`config.mk`:
```
export PLATFORM = sky130hd
export DESIGN_NAME = cell_fifo
export DESIGN_NICKNAME = d
export VERILOG_FILES = /design/src/rtl/cf_pkg.sv /design/src/rtl/cf_occ.sv /design/src/rtl/cf_store.sv /design/src/rtl/cf_wr_ctrl.sv /design/src/rtl/cf_rd_ctrl.sv /design/src/rtl/cell_fifo.sv
export SDC_FILE = /design/constraint.sdc
export NUM_CORES = 2
export LEC_CHECK = 0
export CAP_MARGIN = 20
export CELL_PAD_IN_SITES_DETAIL_PLACEMENT = 0
export CELL_PAD_IN_SITES_GLOBAL_PLACEMENT = 1
export CORE_MARGIN = 5
export CORE_UTILIZATION = 45
export DETAILED_ROUTE_END_ITERATION = 7
export HOLD_SLACK_MARGIN = 0.1
export PLACE_DENSITY = 0.74
export SLEW_MARGIN = 10
export SYNTH_ARGS = -nofsm -noshare
export SYNTH_HDL_FRONTEND = slang
export SYNTH_HIERARCHICAL = 1
export SYNTH_SLANG_ARGS = --single-unit
```
`constraint.sdc`:
```
create_clock -name clk_i -period 4 [get_ports clk_i]
set_input_delay 0.4 -clock clk_i [delete_from_list [all_inputs] [get_ports clk_i]]
set_output_delay 0.4 -clock clk_i [all_outputs]
set_load 0.05 [all_outputs]
```
`src/rtl/cf_pkg.sv`:
```
package cf_pkg;
  typedef struct packed {
    logic sop;
    logic eop;
    logic err;
  } cf_mark_t;
endpackage

```
`src/rtl/cf_occ.sv`:
```
module cf_occ #(
  parameter int NUM_CELLS = 4,
  localparam int CNT_W = $clog2(NUM_CELLS + 1)
) (
  input  logic clk_i,
  input  logic rst_ni,
  input  logic commit_i,
  input  logic release_i,
  input  logic busy_i,
  output logic avail_o,
  output logic space_o
);
  logic [CNT_W-1:0] cnt_q;

  always_ff @(posedge clk_i or negedge rst_ni) begin
    if (!rst_ni) cnt_q <= '0;
    else if (commit_i && !release_i) cnt_q <= cnt_q + CNT_W'(1);
    else if (!commit_i && release_i) cnt_q <= cnt_q - CNT_W'(1);
  end

  assign avail_o = cnt_q != '0;
  // in-progress cell reserves its slot
  assign space_o = ((CNT_W+1)'(cnt_q) + (CNT_W+1)'(busy_i)) < (CNT_W+1)'(NUM_CELLS);


  cnt_bound_chk: assert property (@(posedge clk_i) disable iff (!rst_ni)
    cnt_q <= CNT_W'(NUM_CELLS));


  no_commit_full_chk: assert property (@(posedge clk_i) disable iff (!rst_ni)
    (commit_i && !release_i) |-> (cnt_q < CNT_W'(NUM_CELLS)));
endmodule

```
`src/rtl/cf_store.sv`:
```
module cf_store #(
  parameter int DATA_W     = 32,
  parameter int CELL_WORDS = 13,
  parameter int NUM_CELLS  = 4,
  localparam int WORD_W = $clog2(CELL_WORDS),
  localparam int SLOT_W = $clog2(NUM_CELLS),
  localparam int DEPTH  = NUM_CELLS * CELL_WORDS,
  localparam int ADDR_W = $clog2(DEPTH)
) (
  input  logic              clk_i,
  input  logic              rst_ni,
  input  logic              we_i,
  input  logic [SLOT_W-1:0] wslot_i,
  input  logic [WORD_W-1:0] wword_i,
  input  logic [DATA_W-1:0] wdata_i,
  input  logic              fwe_i,
  input  logic              fval_i,
  input  logic              re_i,
  input  logic [SLOT_W-1:0] rslot_i,
  input  logic [WORD_W-1:0] rword_i,
  output logic [DATA_W-1:0] rdata_o,
  output logic              rflag_o
);
  logic [DATA_W-1:0]    mem [DEPTH];
  logic [NUM_CELLS-1:0] flag_q;
  logic [ADDR_W-1:0]    waddr, raddr;

  assign waddr = ADDR_W'(wslot_i) * ADDR_W'(CELL_WORDS) + ADDR_W'(wword_i);
  assign raddr = ADDR_W'(rslot_i) * ADDR_W'(CELL_WORDS) + ADDR_W'(rword_i);

  always_ff @(posedge clk_i) begin
    if (we_i) mem[waddr] <= wdata_i;
  end

  always_ff @(posedge clk_i or negedge rst_ni) begin
    if (!rst_ni) rdata_o <= '0;
    else if (re_i) rdata_o <= mem[raddr];
  end

  for (genvar s = 0; s < NUM_CELLS; s++) begin : g_flag
    always_ff @(posedge clk_i or negedge rst_ni) begin
      if (!rst_ni) flag_q[s] <= 1'b0;
      else if (fwe_i && wslot_i == SLOT_W'(s)) flag_q[s] <= fval_i;
    end
  end

  assign rflag_o = flag_q[rslot_i];
endmodule

```
`src/rtl/cf_wr_ctrl.sv`:
```
module cf_wr_ctrl #(
  parameter int DATA_W       = 32,
  parameter int CELL_WORDS   = 13,
  parameter int NUM_CELLS    = 4,
  parameter bit DROP_BAD_SOP = 1'b1,
  localparam int WORD_W = $clog2(CELL_WORDS),
  localparam int SLOT_W = $clog2(NUM_CELLS)
) (
  input  logic              clk_i,
  input  logic              rst_ni,
  input  logic              valid_i,
  input  logic [DATA_W-1:0] data_i,
  input  logic              sop_i,
  input  logic              err_i,
  input  logic              space_i,
  output logic              busy_o,
  output logic              mem_we_o,
  output logic [SLOT_W-1:0] slot_o,
  output logic [WORD_W-1:0] word_o,
  output logic [DATA_W-1:0] mem_data_o,
  output logic              commit_o,
  output logic              commit_err_o,
  output logic              sop_pulse_o,
  output logic              sop_err_o,
  output logic              ovf_o
);
  logic [WORD_W-1:0] word_q;
  logic [SLOT_W-1:0] slot_q;
  logic discard_q, sop_bad_q, err_q;
  logic first, last, drop_now, bad_word, bad_acc, err_acc, keep;

  always_comb begin
    first    = word_q == '0;
    last     = word_q == WORD_W'(CELL_WORDS - 1);
    drop_now = first ? !space_i : discard_q;
    bad_word = first ? !sop_i : sop_i;
    bad_acc  = (!first && sop_bad_q) || bad_word;
    err_acc  = (!first && err_q) || err_i;
    keep     = !drop_now && !(DROP_BAD_SOP && bad_acc);
  end

  assign busy_o       = !first && !discard_q;
  assign mem_we_o     = valid_i && !drop_now;
  assign slot_o       = slot_q;
  assign word_o       = word_q;
  assign mem_data_o   = data_i;
  assign commit_o     = valid_i && last && keep;
  assign commit_err_o = err_acc || bad_acc;

  always_ff @(posedge clk_i or negedge rst_ni) begin
    if (!rst_ni) begin
      word_q      <= '0;
      slot_q      <= '0;
      discard_q   <= 1'b0;
      sop_bad_q   <= 1'b0;
      err_q       <= 1'b0;
      sop_pulse_o <= 1'b0;
      sop_err_o   <= 1'b0;
      ovf_o       <= 1'b0;
    end else begin
      sop_pulse_o <= valid_i && sop_i;
      sop_err_o   <= valid_i && bad_word;
      ovf_o       <= valid_i && first && !space_i;
      if (valid_i) begin
        word_q    <= last ? '0 : word_q + WORD_W'(1);
        discard_q <= drop_now && !last;
        sop_bad_q <= bad_acc;
        err_q     <= err_acc;
        if (commit_o)
          slot_q <= (slot_q == SLOT_W'(NUM_CELLS - 1)) ? '0 : slot_q + SLOT_W'(1);
      end
    end
  end


  ovf_cause_chk: assert property (@(posedge clk_i) disable iff (!rst_ni)
    ovf_o |-> $past(!space_i));
endmodule

```
`src/rtl/cf_rd_ctrl.sv`:
```
module cf_rd_ctrl #(
  parameter int CELL_WORDS = 13,
  parameter int NUM_CELLS  = 4,
  localparam int WORD_W = $clog2(CELL_WORDS),
  localparam int SLOT_W = $clog2(NUM_CELLS)
) (
  input  logic              clk_i,
  input  logic              rst_ni,
  input  logic              strobe_i,
  input  logic              avail_i,
  input  logic              flag_i,
  output logic              re_o,
  output logic [SLOT_W-1:0] slot_o,
  output logic [WORD_W-1:0] word_o,
  output logic              release_o,
  output logic              valid_o,
  output logic              sop_o,
  output logic              eop_o,
  output logic              err_o,
  output logic              udf_o
);
  import cf_pkg::*;

  logic [WORD_W-1:0] word_q;
  logic [SLOT_W-1:0] slot_q;
  logic     last;
  cf_mark_t mark_q;

  assign last      = word_q == WORD_W'(CELL_WORDS - 1);
  assign re_o      = strobe_i && avail_i;
  assign release_o = re_o && last;
  assign slot_o    = slot_q;
  assign word_o    = word_q;

  always_ff @(posedge clk_i or negedge rst_ni) begin
    if (!rst_ni) begin
      word_q  <= '0;
      slot_q  <= '0;
      mark_q  <= '0;
      valid_o <= 1'b0;
      udf_o   <= 1'b0;
    end else begin
      valid_o <= re_o;
      udf_o   <= strobe_i && !avail_i;
      mark_q  <= '{sop: re_o && word_q == '0, eop: release_o, err: re_o && flag_i};
      if (re_o) begin
        word_q <= last ? '0 : word_q + WORD_W'(1);
        if (last)
          slot_q <= (slot_q == SLOT_W'(NUM_CELLS - 1)) ? '0 : slot_q + SLOT_W'(1);
      end
    end
  end

  assign sop_o = mark_q.sop;
  assign eop_o = mark_q.eop;
  assign err_o = mark_q.err;


  udf_no_data_chk: assert property (@(posedge clk_i) disable iff (!rst_ni)
    udf_o |-> !valid_o);


  eop_valid_chk: assert property (@(posedge clk_i) disable iff (!rst_ni)
    (eop_o || sop_o) |-> valid_o);
endmodule

```
`src/rtl/cell_fifo.sv`:
```
module cell_fifo #(
  parameter int DATA_W       = 32,
  parameter int CELL_WORDS   = 13,
  parameter int NUM_CELLS    = 4,
  parameter bit DROP_BAD_SOP = 1'b1,
  localparam int WORD_W = $clog2(CELL_WORDS),
  localparam int SLOT_W = $clog2(NUM_CELLS)
) (
  input  logic              clk_i,
  input  logic              rst_ni,
  input  logic              wr_valid_i,
  input  logic [DATA_W-1:0] wr_data_i,
  input  logic              wr_sop_i,
  input  logic              wr_err_i,
  output logic              cell_space_o,
  output logic              sop_pulse_o,
  output logic              sop_err_o,
  output logic              ovf_err_o,
  input  logic              rd_strobe_i,
  output logic              cell_avail_o,
  output logic              rd_valid_o,
  output logic [DATA_W-1:0] rd_data_o,
  output logic              rd_sop_o,
  output logic              rd_eop_o,
  output logic              rd_err_o,
  output logic              udf_err_o
);
  logic              busy, mem_we, commit, commit_err, re, release_c, rflag;
  logic [SLOT_W-1:0] wslot, rslot;
  logic [WORD_W-1:0] wword, rword;
  logic [DATA_W-1:0] wdata;

  cf_wr_ctrl #(
    .DATA_W(DATA_W), .CELL_WORDS(CELL_WORDS), .NUM_CELLS(NUM_CELLS),
    .DROP_BAD_SOP(DROP_BAD_SOP)
  ) u_wr (
    .clk_i, .rst_ni,
    .valid_i(wr_valid_i), .data_i(wr_data_i), .sop_i(wr_sop_i), .err_i(wr_err_i),
    .space_i(cell_space_o), .busy_o(busy), .mem_we_o(mem_we),
    .slot_o(wslot), .word_o(wword), .mem_data_o(wdata),
    .commit_o(commit), .commit_err_o(commit_err),
    .sop_pulse_o, .sop_err_o, .ovf_o(ovf_err_o)
  );

  cf_occ #(.NUM_CELLS(NUM_CELLS)) u_occ (
    .clk_i, .rst_ni, .commit_i(commit), .release_i(release_c), .busy_i(busy),
    .avail_o(cell_avail_o), .space_o(cell_space_o)
  );

  cf_store #(.DATA_W(DATA_W), .CELL_WORDS(CELL_WORDS), .NUM_CELLS(NUM_CELLS)) u_store (
    .clk_i, .rst_ni,
    .we_i(mem_we), .wslot_i(wslot), .wword_i(wword), .wdata_i(wdata),
    .fwe_i(commit), .fval_i(commit_err),
    .re_i(re), .rslot_i(rslot), .rword_i(rword),
    .rdata_o(rd_data_o), .rflag_o(rflag)
  );

  cf_rd_ctrl #(.CELL_WORDS(CELL_WORDS), .NUM_CELLS(NUM_CELLS)) u_rd (
    .clk_i, .rst_ni,
    .strobe_i(rd_strobe_i), .avail_i(cell_avail_o), .flag_i(rflag),
    .re_o(re), .slot_o(rslot), .word_o(rword), .release_o(release_c),
    .valid_o(rd_valid_o), .sop_o(rd_sop_o), .eop_o(rd_eop_o), .err_o(rd_err_o),
    .udf_o(udf_err_o)
  );


  rd_after_avail_chk: assert property (@(posedge clk_i) disable iff (!rst_ni)
    rd_valid_o |-> $past(cell_avail_o));
endmodule

```
### After elaboration in Yosys (flattened, before gate mapping)

Memory sizes are Yosys's and may differ from the RTL's. A register that Yosys moved wholly into a read port is not among the register bits.
Index checks and enable logic that the tools add are counted.

| storage, ports and cells | value |
|---|---|
| word-level logic and storage cells | 96 |
| RAM bits | 1664 |
| flip-flop bits (word level) | 30 |
| memories | 1 |
| output and inout bits | 42 |

Memory list:

| name | depth | width | rd ports | clocked after memory_dff | wr ports | RTL line | source |
|---|---|---|---|---|---|---|---|
| u_store.mem | 52 | 32 | 1 | 1 | 1 | cf_store.sv:24 | `logic [DATA_W-1:0] mem [DEPTH];` |

| cells by class | value |
|---|---|
| equality and inequality tests | 6 |
| reductions and logical operators | 44 |
| order comparisons | 2 |
| add/sub/neg operators | 9 |
| multiplexer cells | 12 |
| $mul | 2 |

Operators with widths:

| operator | number |
|---|---|
| $logic_and A1 B1 Y1 | 23 |
| $add A6 B4 Y6 | 2 |
| $mul A2 B4 Y6 const B | 2 |
| $logic_not A1 Y1 | 11 |
| $add A4 B1 Y4 const B | 2 |
| $eq A4 B4 Y1 const B | 2 |
| $logic_not A4 Y1 | 2 |
| $mux W4 | 2 |
| $eq A2 B2 Y1 const B | 3 |
| $mux W3 | 2 |
| $mux W1 | 5 |
| $add A2 B1 Y2 const B | 2 |
| $add A3 B1 Y4 | 1 |
| $lt A4 B3 Y1 const B | 1 |
| $mux W2 | 2 |
| $reduce_and A2 Y1 | 2 |
| $add A3 B1 Y3 const B | 1 |
| $logic_or A1 B1 Y1 | 3 |
| $lt A2 B3 Y1 const B | 1 |
| $reduce_bool A3 Y1 | 1 |
| $sub A3 B1 Y3 const B | 1 |
| $bmux W1 S2 | 1 |
| $eq A2 B1 Y1 const B | 1 |
| $logic_not A2 Y1 | 1 |
| $reduce_bool A2 Y1 | 1 |

### Depth between registers and ports, before layout

| depth | value |
|---|---|
| word-level depth | 14 |
| gate-level depth with buffers | 13 |
| gate-level depth less buffers | 11 |

### Modules after synthesis

The synthesis kept the hierarchy.

Modules (own cells, without submodules):

| module | instances | area each (um^2) | cells each |
|---|---|---|---|
| cf_store | 1 | 64849.7 | 2794 |
| cf_wr_ctrl | 1 | 852.1 | 92 |
| cf_rd_ctrl | 1 | 488.0 | 39 |
| cf_occ | 1 | 168.9 | 14 |

### Worst setup path before layout

OpenSTA, ideal clock, no wires.

| timing path | value |
|---|---|
| kind | register to register |
| start point | register u_wr.word_q[0], in the netlist u_wr/word_o[0] |
| end point | memory u_store.mem[21][0], enable pin |
| path slack | -1.031 ns |
| arrival time | 4.610 ns |
| cell stages (with the launch flop) | 12 |
| setup time | 0.421 ns |
| required time | 3.579 ns |
| cells stage by stage | dfrtp_1 -> inv_1 -> ha_1 -> nor3b_2 -> or2_2 -> inv_1 -> a31oi_1 -> nand2_1 -> a21boi_0 -> nor2b_1 -> nand3_1 -> nor2_1 |

| between the ends | value |
|---|---|
| word-level cells in the longest chain between the ends | 11 |
| elaborated cells between the ends (all ways) | 12 |
| those cells by class | add/sub (2); order compare (1); mux (3); reduce/logical (6) |

RTL lines:

| what | RTL line | source |
|---|---|---|
| start, declared | cf_wr_ctrl.sv:27 | `logic [WORD_W-1:0] word_q;` |
| start signal, assigned | cf_wr_ctrl.sv:65 | `word_q <= last ? '0 : word_q + WORD_W'(1);` |
| $logic_not A4 Y1 | cf_wr_ctrl.sv:33 | `first = word_q == '0;` |
| $logic_not A1 Y1 | cf_wr_ctrl.sv:42 | `assign busy_o = !first && !discard_q;` |
| $logic_and A1 B1 Y1 | cf_wr_ctrl.sv:42 |  |
| via busy | cell_fifo.sv:28 | `logic busy, mem_we, commit, commit_err, re, release_c, rflag;` |
| $add A3 B1 Y4 | cf_occ.sv:23 | `assign space_o = ((CNT_W+1)'(cnt_q) + (CNT_W+1)'(busy_i)) < (CNT_W+1)'(NUM_CELLS);` |
| $lt A4 B3 Y1 | cf_occ.sv:23 |  |
| via cell_space_o | cell_fifo.sv:15 | `output logic cell_space_o,` |
| $logic_not A1 Y1 | cf_wr_ctrl.sv:35 | `drop_now = first ? !space_i : discard_q;` |
| $mux W1 | cf_wr_ctrl.sv:35 |  |
| $logic_not A1 Y1 | cf_wr_ctrl.sv:43 | `assign mem_we_o = valid_i && !drop_now;` |
| $logic_and A1 B1 Y1 | cf_wr_ctrl.sv:43 |  |
| via mem_we | cell_fifo.sv:28 |  |
| $mux W1 | cf_store.sv:32 | `if (we_i) mem[waddr] <= wdata_i;` |
| $mux W1 (not written as such) | cf_store.sv:32 |  |
| end, declared | cf_store.sv:24 |  |

The timed path passes the listed nets, and every way through them passes these cells.

### Final worst setup path

| timing path | value |
|---|---|
| start point | register u_rd.slot_q[1], in the netlist u_rd/slot_o[1] |
| end point | register u_store.rdata_o[29], read port of u_store.mem |

| between the ends | value |
|---|---|
| word-level cells in the longest chain between the ends | 2 |

RTL lines:

| what | RTL line | source |
|---|---|---|
| start, declared | cf_rd_ctrl.sv:25 | `logic [SLOT_W-1:0] slot_q;` |
| start signal, assigned | cf_rd_ctrl.sv:49 | `slot_q <= (slot_q == SLOT_W'(NUM_CELLS - 1)) ? '0 : slot_q + SLOT_W'(1);` |
| $mul A2 B4 Y6 | cf_store.sv:29 | `assign raddr = ADDR_W'(rslot_i) * ADDR_W'(CELL_WORDS) + ADDR_W'(rword_i);` |
| $add A6 B4 Y6 | cf_store.sv:29 |  |
| end, declared | cf_store.sv:21 | `output logic [DATA_W-1:0] rdata_o,` |

No other way between the ends.
A chain may end at the register's enable or synchronous reset.

==> run summary <==
Worst Skew = 0.03463 ns
detailed-router iteration count before antenna repair = 7
Worst IR Drop VDD = 0.4371 mV
Cells after DPL = 4948
Post-Route WL = 153400 um
max-slew violation count = 0
Tcrit/Tclk final = 0.9400
ys async rst share = 0.03592
Post-DP HPWL = 88900 um
hold_ws = 0.2525 ns
Syn Inst Count = 2939
# port buffers = 79
Final Hold Viols = 0
initial antenna violation count = 13
synth top area cells = edfxtp_1, mux4_2, dfrtp_1, a22oi_1, mux2i_1
worst-path maximum fanout = 52
Tightest Hold Check Type = in -> async
Yosys cell types = 57
final worst path period need = 3.760 ns
Worst-Margin Slew = 1.029 ns
drt via density = 5.975
RSZ-0062 raised after global routing = false
Max Freq = 0.2660 GHz
proportion of layout cells with a drive suffix above 1 = 0.2916
clock tree from TritonCTS = built
register area share after synthesis = 0.7764
Die Wd = 394.0 um
CTS Sinks = 1726
drt initial violations = 3463
pwr dens = 674.2 nW/um^2
Syn Std Cell Area = 66360 um^2
max_cap viols = 0
EDFF count, synth = 1664
Finish-stage setup viols = 0
Req. time, crit path = 4.72 ns
via count = 31450
Synth Register Bits = 1726
Mapped Nets = 3007
total CTS buffers = 169
remaining antenna violation count = 0
largest net degree at the start of global routing = 57
final instance area = 76570 um^2
most area-hungry cell type in the Yosys netlist = edfxtp_1
Startpoint Class = flip-flop
arrival time worst endpoint = 4.48 ns
# rows = 141
Die ar. = 155200 um^2
Synth Area per Inst = 22.58 um^2
Yosys warning count = 6
Total Routing Usage GR = 0.1975
core region area = 147100 um^2
Fin Setup TNS = 0 ns
I/O Pins = 80
Finished Layout Cells = 5264
Main synth FF type = edfxtp_1
CTS Buffer Depth = 3
share of the synthesized area in the top cell type = 0.7530
Fillers = 11280
number of global-route vias before repair = 31720
clk root buf = clkbuf_16
Area Growth Syn to Fin = 15.38%
die height = 394.0 um
Worst setup EP type = flip-flop
Pleak = 24.04 nW
Initial Util = 0.4510
number of H-tree levels = 4
Cell Area, Placed = 71220 um^2
drt drc = 0
Clock Pin Slew Worst Setup and Hold Paths = 0.06 ns
Crit Path Category = reg -> reg
Net count, final = 3258
Slew HR = 0.3139
Final GP Congestion = 0.7883
wire per inst = 29.14 um
clk_lat worst skew = 0.81 ns
run status = completed
grt total ovfl = 0
first-pass GRT wire length = 224100 um
## critical path: stages, from the launching register on
cell      delay, ns
dfrtp_1        0.46
ha_1           0.35
ha_4           0.14
inv_1          0.06
fa_4           0.96
buf_12         0.26
mux4_2         0.29
mux2i_1        0.08
o22ai_1        0.57
o221ai_1       0.22
o21ai_1        0.12
## per-stage QoR
stage	power [mW]	utilization	setup WS, ns
floorplan	31.41	-	-0.2330
global placement	36.70	0.4841	0.3218
detailed placement	36.80	0.4841	0.2898
CTS	52.08	0.5204	0.1353
global route	53.75	0.5204	0.1181
finish	51.62	0.5204	0.2400
## final timing paths
check                                           startpoint                         endpoint  slack [ns]  cells past startpoint
worst max-delay path            u_rd/slot_o[1]$_DFFE_PN0P_  u_store/rdata_o[29]$_DFFE_PN0P_        0.24                     10
worst min-delay path                                rst_ni       u_wr/sop_pulse_o$_DFF_PN0_        0.25                      2
worst max register to register  u_rd/slot_o[1]$_DFFE_PN0P_  u_store/rdata_o[29]$_DFFE_PN0P_        0.24                     10
worst min register to register      u_wr/err_q$_DFFE_PN0P_           u_wr/err_q$_DFFE_PN0P_        0.50                      1
max in group asynchronous                           rst_ni   u_store/rdata_o[7]$_DFFE_PN0P_        2.81                      3
min in group clk_i                           wr_data_i[25]    u_store/mem[12][25]$_DFFE_PP_        0.27                      1
## cell families (layout without fill, tap and decap cells)
logic type / Yosys count / count (layout) / synth area share
other: 0 / 1 / 0
XOR/XNOR: 11 / 11 / 0.001735
flip-flops: 1726 / 1726 / 0.7764
AO/OA/AOI/OAI: 286 / 286 / 0.02877
adder cells (fa/ha/maj): 30 / 30 / 0.006222
buffers and inverters: 201 / 595 / 0.01676
multiplexers: 503 / 503 / 0.1570
AND/OR/NAND/NOR: 182 / 182 / 0.01309
## layout by cell type, fill, tap and decap left out, types with 9 or more instances in the layout
| master | synthesis | final |
|---|---|---|
| clkinv_1 | 0 | 27 |
| clkbuf_1 | 59 | 38 |
| mux4_2 | 429 | 429 |
| edfxtp_1 | 1664 | 1664 |
| dfrtp_1 | 62 | 62 |
| inv_1 | 16 | 15 |
| buf_12 | 0 | 78 |
| buf_2 | 52 | 24 |
| a22oi_1 | 112 | 112 |
| clkinv_2 | 0 | 45 |
| mux2i_1 | 65 | 65 |
| nor2_1 | 83 | 27 |
| nand3_1 | 10 | 10 |
| clkdlybuf4s50_1 | 0 | 53 |
| buf_4 | 54 | 108 |
| nand2_1 | 41 | 41 |
| bufinv_16 | 0 | 9 |
| o221ai_1 | 19 | 19 |
| nor2_4 | 0 | 56 |
| nand4_1 | 20 | 20 |
| ha_1 | 25 | 23 |
| o22ai_1 | 42 | 42 |
| o21ai_1 | 35 | 34 |
| clkbuf_16 | 0 | 171 |
| a21oi_1 | 51 | 51 |
## final cells by class
class / instances / area (um^2) / share of cell area
well taps: 1930 / 2415 / 0.03154
repair buffers: 265 / 3045 / 0.03977
flip-flops and latches: 1726 / 51520 / 0.6729
multi-input cells: 1012 / 14200 / 0.1854
inverters: 16 / 60.06 / 0.0007844
clock inverters: 101 / 850.8 / 0.01111
clock buffers: 213 / 4477 / 0.05847
diodes: 1 / 2.502 / 0.00003268
## power breakdown
group	total (mW)	leakage, nW	switching, mW	internal (mW)
combinational	15.0	5.70	8.38	6.58
clock	15.3	2.63	6.69	8.57
sequential	21.4	15.7	0.516	20.9
total	51.6	24.0	15.6	36.0
## synth_stat cells, drive strengths merged, types with 25 or more instances
library cell  instances
edfxtp             1664
mux4                429
buf                 126
a22oi               112
nor2                 84
mux2i                65
dfrtp                62
clkbuf               59
a21oi                51
nand2                42
o21ai                42
o22ai                42
ha                   25
## sequential cells by signal, indices dropped and copies added (netlist names), 2 cells and up
signal,flops
u_store/mem,1664
u_store/rdata_o,32
u_rd/word_o,4
u_store/flag_q,4
u_wr/word_o,4
u_occ/cnt_q,3
u_rd/slot_o,2
u_wr/slot_o,2
## metal layers
layer	vias to the layer above	wire, um	track usage	share of wire
li1	13010	-	-	-
met1	16840	63220	0.2832	0.41
met2	1396	73680	0.3114	0.48
met3	209	13740	0.04813	0.090
met4	0	2755	0.04501	0.018
met5	-	0	0	0
## what timing repair did
action                                  CTS  global route
endpoints found under the setup margin    0             1
hold buffers                              1             0
setup buffers                             0             0
hold endpoints to repair                 47             0
resized for setup                         0             1
Power figures use the tool's default switching activity.
